### config.mk
export PLATFORM = sky130hd
export DESIGN_NAME = pwm_irq_agg
export DESIGN_NICKNAME = d
export VERILOG_FILES = /design/src/rtl/pwm_irq_pkg.sv /design/src/rtl/pwm_irq_ctrl.sv /design/src/rtl/pwm_irq_dp.sv /design/src/rtl/pwm_irq_agg.sv
export SDC_FILE = /design/constraint.sdc
export NUM_CORES = 1
export LEC_CHECK = 0
export BUFFER_PORTS_ARGS = -buffer_cell sky130_fd_sc_hd__buf_2
export CORE_MARGIN = 4
export CORE_UTILIZATION = 33
export DETAILED_ROUTE_END_ITERATION = 7
export PLACE_DENSITY = 0.75
export SKIP_LAST_GASP = 1
export SYNTH_ARGS = -nofsm -noshare
export SYNTH_HDL_FRONTEND = slang
export SYNTH_SLANG_ARGS = --single-unit
### constraint.sdc
create_clock -name clk -period 1.3 [get_ports clk]
set_clock_uncertainty 0.15 [all_clocks]
set_input_delay 0.13 -clock clk [delete_from_list [all_inputs] [get_ports clk]]
set_output_delay 0.13 -clock clk [all_outputs]
set_load 0.02 [all_outputs]
### src/rtl/pwm_irq_pkg.sv
package pwm_irq_pkg;

  typedef enum logic [1:0] {
    SEL_ENABLE = 2'd0,
    SEL_RAW    = 2'd1,
    SEL_MASKED = 2'd2,
    SEL_NONE   = 2'd3
  } regSel_t;

  typedef struct packed {
    logic    enWr;   // write enable word
    logic    clrWr;  // write-one-to-clear fault flags
    regSel_t rdSel;  // read mux select
  } ctrlStrb_t;

endpackage

### src/rtl/pwm_irq_ctrl.sv
module pwm_irq_ctrl
  import pwm_irq_pkg::*;
(
  input  logic       wrEn,
  input  logic [1:0] regAddr,
  output ctrlStrb_t  strb
);

  regSel_t sel;

  always_comb begin
    sel        = regSel_t'(regAddr);
    strb.rdSel = sel;
    strb.enWr  = wrEn && (sel == SEL_ENABLE);
    strb.clrWr = wrEn && (sel == SEL_MASKED);
  end

endmodule

### src/rtl/pwm_irq_dp.sv
module pwm_irq_dp
  import pwm_irq_pkg::*;
#(
  parameter int NUM_GEN   = 4,
  parameter int DATA_W    = 32,
  parameter int FAULT_LSB = 16
) (
  input  logic               clk,
  input  logic               rstN,
  input  ctrlStrb_t          strb,
  input  logic [DATA_W-1:0]  wrData,
  input  logic [NUM_GEN-1:0] genIrq,
  input  logic [NUM_GEN-1:0] faultIn,
  input  logic [NUM_GEN-1:0] latchMode,
  output logic [DATA_W-1:0]  rdData,
  output logic               irqOut
);

  localparam logic [DATA_W-1:0] LOW_MASK   = (DATA_W)'((64'd1 << NUM_GEN) - 64'd1);
  localparam logic [DATA_W-1:0] VALID_MASK = LOW_MASK | (LOW_MASK << FAULT_LSB);

  logic [DATA_W-1:0]  enQ;
  logic [NUM_GEN-1:0] flagQ;
  logic [NUM_GEN-1:0] rawFault;
  logic [DATA_W-1:0]  rawWord;
  logic [DATA_W-1:0]  maskedWord;
  logic               irqQ;

  // enable word, only valid positions are stored
  always_ff @(posedge clk) begin
    if (!rstN)          enQ <= '0;
    else if (strb.enWr) enQ <= wrData & VALID_MASK;
  end

  // per-generator fault flag
  for (genvar i = 0; i < NUM_GEN; i++) begin : g_fault
    logic clrBit;
    assign clrBit = strb.clrWr && wrData[FAULT_LSB+i];

    always_ff @(posedge clk) begin
      if (!rstN)             flagQ[i] <= 1'b0;
      else if (latchMode[i]) flagQ[i] <= faultIn[i] | (flagQ[i] & ~clrBit);
      else                   flagQ[i] <= faultIn[i];
    end

    assign rawFault[i] = latchMode[i] ? flagQ[i] : faultIn[i];

    // latched flag holds without a clear
    assert_latch_hold_R4: assert property (@(posedge clk) disable iff (!rstN)
      (latchMode[i] && flagQ[i] && !clrBit) |=> flagQ[i]);

    // latched flag drops after a clear with no fault
    assert_latch_clear_R5: assert property (@(posedge clk) disable iff (!rstN)
      (latchMode[i] && clrBit && !faultIn[i]) |=> !flagQ[i]);

    // a fault beats a simultaneous clear
    assert_set_wins_R9: assert property (@(posedge clk) disable iff (!rstN)
      (latchMode[i] && faultIn[i] && clrBit) |=> flagQ[i]);
  end

  always_comb begin
    rawWord                       = '0;
    rawWord[NUM_GEN-1:0]          = genIrq;
    rawWord[FAULT_LSB +: NUM_GEN] = rawFault;
    maskedWord                    = rawWord & enQ;
  end

  always_ff @(posedge clk) begin
    if (!rstN) irqQ <= 1'b0;
    else       irqQ <= |maskedWord;
  end

  assign irqOut = irqQ;

  always_comb begin
    unique case (strb.rdSel)
      SEL_ENABLE: rdData = enQ;
      SEL_RAW:    rdData = rawWord;
      SEL_MASKED: rdData = maskedWord;
      default:    rdData = '0;
    endcase
  end

  // enable word never holds reserved bits
  assert_enable_valid_R10: assert property (@(posedge clk) disable iff (!rstN)
    (enQ & ~VALID_MASK) == '0);

  // with nothing enabled the output stays low
  assert_irq_quiet_R8: assert property (@(posedge clk) disable iff (!rstN)
    (enQ == '0) |=> !irqOut);

endmodule

### src/rtl/pwm_irq_agg.sv
module pwm_irq_agg
  import pwm_irq_pkg::*;
#(
  parameter int NUM_GEN   = 4,
  parameter int DATA_W    = 32,
  parameter int FAULT_LSB = 16
) (
  input  logic               clk,
  input  logic               rstN,
  input  logic               wrEn,
  input  logic [1:0]         regAddr,
  input  logic [DATA_W-1:0]  wrData,
  output logic [DATA_W-1:0]  rdData,
  input  logic [NUM_GEN-1:0] genIrq,
  input  logic [NUM_GEN-1:0] faultIn,
  input  logic [NUM_GEN-1:0] latchMode,
  output logic               irqOut
);

  localparam logic [DATA_W-1:0] LOW_MASK   = (DATA_W)'((64'd1 << NUM_GEN) - 64'd1);
  localparam logic [DATA_W-1:0] VALID_MASK = LOW_MASK | (LOW_MASK << FAULT_LSB);

  ctrlStrb_t strb;

  pwm_irq_ctrl u_ctrl (
    .wrEn    (wrEn),
    .regAddr (regAddr),
    .strb    (strb)
  );

  pwm_irq_dp #(
    .NUM_GEN   (NUM_GEN),
    .DATA_W    (DATA_W),
    .FAULT_LSB (FAULT_LSB)
  ) u_dp (
    .clk       (clk),
    .rstN      (rstN),
    .strb      (strb),
    .wrData    (wrData),
    .genIrq    (genIrq),
    .faultIn   (faultIn),
    .latchMode (latchMode),
    .rdData    (rdData),
    .irqOut    (irqOut)
  );

  // reserved positions always read zero
  assert_reserved_zero_R2: assert property (@(posedge clk) disable iff (!rstN)
    (rdData & ~VALID_MASK) == '0);

  // raw generator bits mirror their inputs
  assert_gen_mirror_R7: assert property (@(posedge clk) disable iff (!rstN)
    (regAddr == 2'd1) |-> (rdData[NUM_GEN-1:0] == genIrq));

  for (genvar i = 0; i < NUM_GEN; i++) begin : g_live
    // live mode fault bit follows the input
    assert_live_follow_R6: assert property (@(posedge clk) disable iff (!rstN)
      (regAddr == 2'd1 && !latchMode[i]) |-> (rdData[FAULT_LSB+i] == faultIn[i]));
  end

endmodule

* Yosys cells after proc, flatten, opt, wreduce, memory -nomap -nowiden
Index checks and enable logic that the tools add are counted.
** Operators by class
- Reductions and logical operators :: 8
- Muxes and demuxes :: 9
- Eq/ne operators :: 2
- Bitwise gates (word level) :: 13
** Operators by type and width (number)
- $pmux 32 s3 :: 1
- $reduce_or 32->1 :: 1
- $and 20x20->20 :: 1
- $mux 1 :: 8
- $logic_and 1x1->1 :: 6
- $and 1x1->1 :: 4
- $not 1->1 :: 4
- $or 1x1->1 :: 4
- $eq 2x1->1 const B :: 1
- $eq 2x2->1 const B :: 1
- $logic_not 2->1 :: 1
** Word-level totals
- Input bits :: 49
- Word-level logic and storage cells :: 38
- Register bits :: 13
- Output and inout bits :: 33

* Longest topological paths before layout
Gate-level depths: netlist of the first run.
- Word-level depth :: 7
- Depth in mapped cells :: 4
- Depth with buffers taken out :: 3

* By module
From an unflattened synthesis of the first run, not the netlist that was laid out.
** Unflattened totals
- Cells, all modules :: 106
- Area, all modules :: 887.1 sq um
** By module, submodules not included
- pwm_irq_dp :: times used 1, sequential area each 260.2 sq um, cells each 102, area each 850.8 sq um
- pwm_irq_ctrl :: times used 1, sequential area each 0.0 sq um, cells each 4, area each 36.3 sq um

* Worst setup path before layout of the first run
No wires, ideal clock.
- Kind :: register to register
- From :: reg u_dp.flagQ[0]
- To :: reg u_dp.irqQ (netlist: u_dp.irqOut)
- Path slack :: 60 ps
- Stages on the path, launching flop included :: 4
- Library setup time :: 134 ps
- Data arrival time :: 956 ps
- Period minus slack after synthesis :: 1240 ps
- Cells stage by stage :: dfxtp_1 > mux2_4 > a222oi_1 > a31oi_1
** On the way
- Longest elaborated chain between the ends :: 3
** Ends and longest elaborated chain
- start, declared :: line pwm_irq_dp.sv:23 : logic [NUM_GEN-1:0] flagQ;
- start signal, assigned by index :: line pwm_irq_dp.sv:42 : else if (latchMode[i]) flagQ[i] <= faultIn[i] | (flagQ[i] & ~clrBit);
- start signal, assigned by index :: line pwm_irq_dp.sv:43 : else flagQ[i] <= faultIn[i];
- $mux 1 :: line pwm_irq_dp.sv:46 : assign rawFault[i] = latchMode[i] ? flagQ[i] : faultIn[i];
- $and 20x20->20 :: line pwm_irq_dp.sv:65 : maskedWord = rawWord & enQ;
- $reduce_or 32->1 :: line pwm_irq_dp.sv:70 : else irqQ <= |maskedWord;
- end signal, assigned :: line pwm_irq_dp.sv:70
- end, declared :: line pwm_irq_dp.sv:27 : logic irqQ;
Every way passes these cells.
A chain may end at the register's enable or synchronous reset.

* Final worst setup path of the first run
- From :: reg u_dp.flagQ[2]
- To :: out rdData[18]
** On the way
- Longest elaborated chain between the ends :: 3
** Ends and longest elaborated chain
- $mux 1 * :: line pwm_irq_dp.sv:46
- $and 20x20->20 :: line pwm_irq_dp.sv:65
- $pmux 32 s3 * :: line pwm_irq_dp.sv:76 : unique case (strb.rdSel)
- end, declared :: line pwm_irq_agg.sv:13 : output logic [DATA_W-1:0] rdData,
Every way passes the cells marked *; elsewhere a longest branch is shown, timed or not.

==> impl_metrics.py, run 1 <==
metrics = {
    "floorplan": {
        "die_h_um": 59.52,
        "core_um2": 2500,
        "io_pins": 82,
        "die_x_um": 59.52,
        "die_area_um2": 3542,
        "start_util_pct": 35.04,
        "row_count": 18,
    },
    "place": {
        "placed_area_um2": 996.0,
        "place_congestion": 0.8765,
        "dp_cells": 166,
        "dp.final_hpwl_um": 1698,
        "port-buffer-count": 33,
    },
    "finish": {
        "final_nets": 204,
        "drive_gt1_share_pct": 30.52,
        "final_util_pct": 47.95,
        "fin_area_um2": 1199,
        "stdcell_count": 184,
        "final_cell_mix": "buf_2 (28), conb_1 (24), nand2_1 (13), dlygate4sd3_1 (13), dfxtp_1 (10)",
        "area_growth_syn_to_layout_pct": 36.86,
        "antenna_cells_inserted": 0,
        "fill_cells": 246,
        "layout_commonest_cell": "buf_2",
    },
    "worst_setup_path": {
        "required_ns": 1.02,
        "crit_path_end_kind": "output pin",
        "reg2reg_to": "u_dp.irqOut",
        "r2r_start": "u_dp.flagQ[0]",
        "ff2ff_path_depth": 3,
        "cp_max_fo": 3,
        "worst-setup-path-type": "reg -> out",
        "cp-start-kind": "flop",
        "arrival_ns": 1.30,
        "r2r_slack_ns": -0.08,
    },
    "logic_synthesis": {
        "synth_warnings": 0,
        "syn_area_um2": 875.8,
        "synth.distinct_cells": 23,
        "avgSynthCellArea_um2": 8.503,
        "yosys.area.top_type": "dfxtp_1",
        "syn_inst": 103,
        "yosys_register_bits": 13,
        "synthTopCellsByArea": "dfxtp_1 (30%), buf_4 (21%), mux2i_1 (9.1%)",
        "synth-seq-area-share_pct": 29.71,
        "synth_top_area_share_pct": 29.71,
    },
    "clock_tree": {
        "cts_tree": "built",
        "cts_buffers": 3,
        "cts_sinks": 13,
        "cts_root_buffer": "clkbuf_4",
        "ctsLongestPathBuffers": 2,
        "clock_latency_ns": 0.28,
        "htree_levels": 1,
        "clkTransAtPathRegs_ns": 0.08,
    },
    "timing": {
        "drv_slew": 0,
        "finalSetupTns_ns": -1.065,
        "clock.fmax_mhz": 631.8,
        "rsz0062_at_grt": "yes",
        "worst_slack_ns": -0.2828,
        "report.final.hold_viol_count": 0,
        "period_needed_ns": 1.583,
        "setup_violations": 5,
        "holdWs_ns": 0.08998,
        "min_period_over_period_pct": 121.8,
    },
    "worst_hold_path": {
        "worstHoldStart": "genIrq[1]",
        "hold_path_end": "u_dp.irqOut",
        "hp-class": "in -> reg",
        "min_path_cells": 3,
    },
    "power": {
        "p_per_area_nw_per_um2": 815.0,
        "ir_worst_vdd_uv": 669.8,
        "p_leak_nw": 0.5905,
    },
    "detailed_routing": {
        "first_pass_iters": 4,
        "drc": 0,
        "routedWlPerCell_um": 12.11,
        "antenna_left": 0,
        "routed_wl_um": 2228,
        "dr.first_iter.drc_count": 26,
        "viasPerCell": 4.603,
        "vias": 847,
    },
    "grt": {
        "grt_use_total_pct": 12.82,
        "grt_max_degree": 10,
        "grt_pass1_vias": 812,
        "antenna_found_initial": 0,
        "grt_pass1_wl_um": 3450,
        "overflow": 0,
    },
    "run_status": {
        "status": "finished, violations left",
        "violations": "negative setup slack",
    },
    "run": {
        "maxCapViolCount": 0,
    },
}
## worst max path at each step
stage                        from     endpoint  slack, ns
floorplan           u_dp.flagQ[0]  u_dp.irqOut       0.06
global placement    u_dp.flagQ[0]  u_dp.irqOut      -0.04
detailed placement  u_dp.flagQ[0]  u_dp.irqOut      -0.05
CTS                 u_dp.flagQ[1]   rdData[17]      -0.25
global route        u_dp.flagQ[2]   rdData[18]      -0.36
finish              u_dp.flagQ[2]   rdData[18]      -0.28
## power by group
group | switching, W | internal (W) | total [W]
Clock | 0.000133 | 0.000119 | 0.000252
Combinational | 0.000168 | 0.000128 | 0.000297
Sequential | 0.0000108 | 0.000418 | 0.000428
Total | 0.000312 | 0.000665 | 0.000977
## metrics by stage
stage,total power [W],setup WS [ns]
global route,0.001036,-0.3603
CTS,0.0009837,-0.2548
floorplan,0.0006528,0.06024
global placement,0.0006779,-0.03663
finish,0.0009769,-0.2828
detailed placement,0.0006839,-0.04519
## registers in the layout (all words and copies together), names as in the netlist
signal       count
u_dp.enQ         8
u_dp.flagQ       4
u_dp.irqOut      1
## per-layer routing
layer	share of wire, %	wire, um	global-route usage, %
met2	53	1187	24.49
met1	35	775	13.04
met4	0	0	0.9494
met3	12	266	6.100
met5	0	0	0
## synth_stat cells, drive strengths merged
cell type / number
a21oi: 4
a221oi: 1
a222oi: 1
a22o: 1
a31oi: 1
a32o: 4
and3b: 1
buf: 25
clkbuf: 1
clkinv: 1
conb: 1
dfxtp: 13
inv: 2
mux2: 4
mux2i: 8
nand2: 13
nand2b: 4
nor2: 8
nor2b: 1
nor3b: 1
o211ai: 4
o21a: 4
## cells by family after synthesis
logic type             share of synthesized area, %
AOI/OAI and AO/OA                             17.57
buffers and inverters                         23.14
DFF                                           29.71
muxes                                         14.71
other                                        0.4282
and+or+nand+nor                               14.43
## final cells by class
| class | instances | area, um2 | share of cell area (%) |
|---|---|---|---|
| flip-flops and latches | 13 | 264.0 | 22.03 |
| well taps | 30 | 37.54 | 3.132 |
| repair buffers | 50 | 349.1 | 29.12 |
| multi-input cells | 84 | 510.5 | 42.59 |
| inverters | 3 | 11.26 | 0.9395 |
| clock buffers | 4 | 26.28 | 2.192 |
## what timing repair did
item	CTS	global route
cloned	0	0
gates resized for setup	10	4
pin swaps	3	3
endpoints found under the setup margin	5	7
hold buffers	13	0
setup buffers	1	0
hold endpoints to repair	12	0
## worst max-delay path, stage by stage, from the launching register on
cell	delay, ns
dfxtp_1	0.32
mux2_4	0.27
o211ai_1	0.19
nand2_1	0.08
buf_4	0.16
Note: power is estimated with default switching activity, not from simulation.
==> run 2: changes to the inputs <==
CORE_UTILIZATION = 36   (was 33)
PLACE_DENSITY = 0.78   (was 0.75)
clock period = 1.5 ns   (was 1.3 ns; I/O delays follow)
==> run 2 against run 1 <==
Against the previous run: the run still ends with negative setup slack left; critical endpoint is now rdData[19]; non-clock buffer count rose by 3; critical path depth did not move; die area fell by 7.2%; sequential power fell by 13%; largest cell class unchanged; routed wire length rose by 1.6%.
==> impl_metrics.py, run 2 (synthesized netlist as in run 1, its figures left out) <==
metrics = {
    "place": {
        "place_congestion": 0.8016,
        "placed_area_um2": 1001,
        "dp_slack_ns": 0.1611,
        "dp_cells": 165,
        "dp.final_hpwl_um": 1658,
        "port-buffer-count": 33,
    },
    "worst_setup_path": {
        "crit_start": "u_dp.flagQ[3]",
        "cp-start-kind": "flop",
        "worst-setup-path-type": "reg -> out",
        "ff2ff_path_depth": 5,
        "arrival_ns": 1.29,
        "cp_max_fo": 2,
        "crit_path_end_kind": "output pin",
        "endpoint": "rdData[19]",
        "r2r_slack_ns": -0.06,
        "reg2reg_to": "u_dp.irqOut",
        "r2r_start": "u_dp.flagQ[3]",
        "required_ns": 1.20,
    },
    "power": {
        "swShare_pct": 33.17,
        "total_power_w": 0.0008656,
        "p_per_area_nw_per_um2": 708.1,
        "power_switching_w": 0.0002871,
        "clkPwrFrac_pct": 26.2,
        "intPower_w": 0.0005785,
        "seq_power_share_pct": 43.0,
        "combPwrFrac_pct": 30.8,
        "p_leak_nw": 0.6182,
        "ir_worst_vdd_uv": 542.0,
    },
    "floorplan": {
        "die_area_um2": 3286,
        "core_um2": 2255,
        "die_x_um": 57.33,
        "io_pins": 82,
        "row_count": 17,
        "start_util_pct": 38.85,
        "die_h_um": 57.33,
    },
    "detailed_routing": {
        "wl_met2_um": 1121,
        "wl_met3_um": 232,
        "highest_layer": "met4",
        "viasPerCell": 4.697,
        "dr.first_iter.drc_count": 35,
        "routed_wl_um": 2264,
        "antenna_left": 0,
        "routedWlPerCell_um": 12.24,
        "drc": 0,
        "first_pass_iters": 5,
        "vias": 869,
        "wl_met1_um": 879,
    },
    "grt": {
        "grt_pass1_vias": 872,
        "grt_max_degree": 10,
        "grt_use_total_pct": 13.85,
        "grt_pass1_wl_um": 3581,
        "overflow": 0,
        "antenna_found_initial": 0,
    },
    "run": {
        "maxCapViolCount": 0,
    },
    "clock_tree": {
        "ctsLongestPathBuffers": 2,
        "cts_sinks": 13,
        "cts_root_buffer": "clkbuf_4",
        "clock_latency_ns": 0.28,
        "cts_buffers": 3,
        "cts_tree": "built",
        "htree_levels": 1,
        "clkTransAtPathRegs_ns": 0.09,
    },
    "timing": {
        "drv_slew": 0,
        "worst_slack_ns": -0.09355,
        "period_needed_ns": 1.594,
        "rsz0062_at_grt": "yes",
        "report.final.hold_viol_count": 0,
        "finalSetupTns_ns": -0.3637,
        "min_period_over_period_pct": 106.2,
        "setup_violations": 5,
        "clock.fmax_mhz": 627.5,
    },
    "finish": {
        "stdcell_count": 185,
        "layout_commonest_cell": "buf_2",
        "fill_cells": 215,
        "final_cell_mix": "buf_2 (29), conb_1 (24), nand2_1 (13), dlygate4sd3_1 (13), dfxtp_1 (10)",
        "drive_gt1_share_pct": 31.85,
        "fin_area_um2": 1222,
        "antenna_cells_inserted": 0,
        "final_nets": 207,
        "area_growth_syn_to_layout_pct": 39.57,
        "top_register": "u_dp.enQ",
        "largest_reg_flops": 8,
    },
    "run_status": {
        "violations": "negative setup slack",
        "status": "finished, violations left",
    },
    "worst_hold_path": {
        "worstHoldStart": "wrData[16]",
        "min_path_cells": 3,
        "hp-class": "in -> reg",
    },
}
==> run 2: cell types whose count changed in the layout (fill, tap and decap cells not counted) <==
cell / change
buf_4: +1
buf_2: +1
clkinv_2: +1
dlymetal6s4s_1: +1
clkbuf_1: -1
==> run 2: through the flow <==
stage	hold slack, ns	util [%]
2_1_floorplan	0.1175	-
3_3_place_gp	0.2204	44.40
3_5_place_dp	0.2291	44.40
4_1_cts	0.08291	54.44
5_1_grt	0.09089	54.22
6_report	0.08347	54.22
==> run 2: power by group through the flow <==
stage          Sequential [W]  Combinational [W]  Clock [W]
6_report             0.000373           0.000266   0.000227
5_1_grt              0.000375           0.000288   0.000251
4_1_cts              0.000372           0.000262   0.000233
3_5_place_dp         0.000379           0.000214          0
3_3_place_gp         0.000377           0.000209          0
2_1_floorplan        0.000379           0.000187          0
==> run 2: how the worst min path moves through the flow <==
stage / to / slack (ns)
5_1_grt: u_dp.irqOut / 0.09
4_1_cts: u_dp.irqOut / 0.08
3_5_place_dp: u_dp.flagQ[2] / 0.23
2_1_floorplan: u_dp.flagQ[0] / 0.12
6_report: u_dp.flagQ[0] / 0.08
3_3_place_gp: u_dp.flagQ[2] / 0.22
==> run 2: worst max-delay path: stages (launching register included) <==
cell and delay (ns):
dfxtp_2 0.34, mux2_4 0.26, o211ai_1 0.19, nand2_1 0.09, buf_6 0.14
==> run 2: cell type report <==
cell class                 count  area (um2)  area share, %
tap                           28       35.03          2.866
sequential                    13       264.0          21.60
multi-input combinational     84       510.5          41.76
inverter                       3       11.26         0.9212
timing repair buffer          53       374.1          30.60
clock inverter                 1       5.005         0.4094
clock buffer                   3       22.52          1.842
==> run 2: per-layer routing <==
layer | vias to the layer above | global-route usage (%)
li1 | 423 | -
met1 | 394 | 14.34
met2 | 48 | 24.96
met3 | 4 | 4.525
met4 | 0 | 6.623
met5 | - | 0
==> run 2: what timing repair did <==
item | in CTS | in global routing
hold buffers | 15 | 0
pin swaps | 5 | 6
endpoints found under the setup margin | 4 | 6
resized for setup | 12 | 1
setup buffers | 2 | 1
endpoints found under the hold margin | 12 | 0
gates cloned | 0 | 0
==> run 3: changes to the inputs <==
REMOVE_ABC_BUFFERS = 1   (was not set)
==> run 3 against run 2 <==
Against the previous run: the flow finishes with violations (negative hold slack, negative setup slack); sequential share of layout area is 0.95 points higher; clock-buffer cell count stayed put; die area stayed put.
==> impl_metrics.py, run 3 (synthesized netlist as in run 1, its figures left out) <==
metrics = {
    "power": {
        "p_leak_nw": 0.5799,
        "p_per_area_nw_per_um2": 717.9,
        "ir_worst_vdd_uv": 418.1,
    },
    "grt": {
        "grt_pass1_vias": 806,
        "grt_max_degree": 10,
        "grt_pass1_wl_um": 3436,
        "overflow": 0,
        "antenna_found_initial": 0,
        "grt_use_total_pct": 12.99,
    },
    "timing": {
        "rsz0062_at_grt": "yes",
        "drv_slew": 0,
        "period_needed_ns": 1.586,
        "finalSetupTns_ns": -0.2985,
        "report.final.hold_viol_count": 2,
        "setup_violations": 4,
        "holdWs_ns": -0.001581,
        "clock.fmax_mhz": 630.6,
        "min_period_over_period_pct": 105.7,
        "worst_slack_ns": -0.08590,
    },
    "finish": {
        "final_nets": 202,
        "layout_commonest_cell": "buf_2",
        "final_cell_mix": "buf_2 (30), conb_1 (24), nand2_1 (13)",
        "antenna_cells_inserted": 0,
        "area_growth_syn_to_layout_pct": 33.71,
        "largest_reg_flops": 8,
        "drive_gt1_share_pct": 30.92,
        "top_register": "u_dp.enQ",
        "fill_cells": 215,
    },
    "floorplan": {
        "io_pins": 82,
        "die_h_um": 57.33,
        "core_um2": 2255,
        "start_util_pct": 38.85,
        "die_x_um": 57.33,
        "die_area_um2": 3286,
        "row_count": 17,
    },
    "clock_tree": {
        "cts_root_buffer": "clkbuf_4",
        "post_cts_buffers": 0,
        "cts_buffers": 3,
        "clock_latency_ns": 0.27,
        "htree_levels": 1,
        "clkTransAtPathRegs_ns": 0.09,
        "cts_tree": "built",
        "cts_sinks": 13,
        "ctsLongestPathBuffers": 2,
    },
    "place": {
        "place_congestion": 0.7834,
        "dp_slack_ns": 0.1244,
        "dp.final_hpwl_um": 1744,
        "port-buffer-count": 33,
    },
    "detailed_routing": {
        "vias": 862,
        "first_pass_iters": 4,
        "antenna_left": 0,
        "routedWlPerCell_um": 12.29,
        "drc": 0,
        "viasPerCell": 4.789,
        "routed_wl_um": 2213,
        "dr.first_iter.drc_count": 33,
    },
    "worst_setup_path": {
        "required_ns": 1.20,
        "cp-start-kind": "flop",
        "worst-setup-path-type": "reg -> out",
        "crit_path_end_kind": "output pin",
        "arrival_ns": 1.29,
        "cp_max_fo": 3,
    },
    "run_status": {
        "violations": "negative hold slack, negative setup slack",
        "status": "finished, violations left",
    },
    "run": {
        "maxCapViolCount": 0,
    },
    "worst_hold_path": {
        "hp-class": "in -> reg",
    },
}
## run 3: cell count changes in the layout (fill, tap and decap cells not counted), sizes merged
cell          before  now
dlygate4sd3       13   12
dlymetal6s4s       1    0
buf               39   36
## run 3: routing by layer
layer / part of all wire, % / global-route usage [%]
met1: 38 / 15.24
met4: 0.95 / 4.636
met5: 0 / 0
met2: 50 / 23.49
met3: 11 / 2.262
## run 3: power breakdown
group	total, W	switching, W	internal, W	leakage, nW
registers	0.000372	0.00000957	0.000362	0.107
logic	0.000250	0.000146	0.000103	0.455
clock network	0.000219	0.000120	0.0000986	0.0177
## run 3: what timing repair did
item / 4_1_cts / 5_1_grt
hold endpoints to repair: 12 / 0
endpoints found under the setup margin: 4 / 6
pin swaps: 4 / 5
hold buffers: 14 / 0
resized for setup: 8 / 3
## run 3: critical path, stage by stage (launching register included)
cell,delay [ns]
dfxtp_2,0.33
mux2_4,0.27
o211ai_1,0.18
nand2_1,0.10
buf_6,0.14
## run 3: final cells by class
class / instances / area, um2 / area share, %
Multi-Input combinational cell: 84 / 506.7 / 43.27
Timing Repair Buffer: 48 / 326.6 / 27.88
Sequential cell: 13 / 264.0 / 22.54
Tap cell: 28 / 35.03 / 2.991
Clock buffer: 3 / 22.52 / 1.923
Inverter: 3 / 11.26 / 0.9615
Clock inverter: 1 / 5.005 / 0.4274
## run 3: stage by stage
step           area [um2]  std cells  power [W]  utilization [%]
2_1_floorplan       770.7        100  0.0005157                -
3_3_place_gp        993.5        164  0.0005851            44.06
3_5_place_dp        993.5        164  0.0005918            44.06
4_1_cts              1184        182  0.0008454            52.50
5_1_grt              1171        180  0.0008861            51.94
6_report             1171        180  0.0008407            51.94
## run 3: path summary, 6_finish.rpt
check	start	endpoint	slack, ns	cells after the start
max	u_dp.flagQ[0]	rdData[16]	-0.09	4
min	rstN	u_dp.flagQ[0]	-0.002	2
max reg2reg	u_dp.flagQ[0]	u_dp.irqOut	0.10	3
min reg2reg	u_dp.enQ[17]	u_dp.irqOut	0.36	2
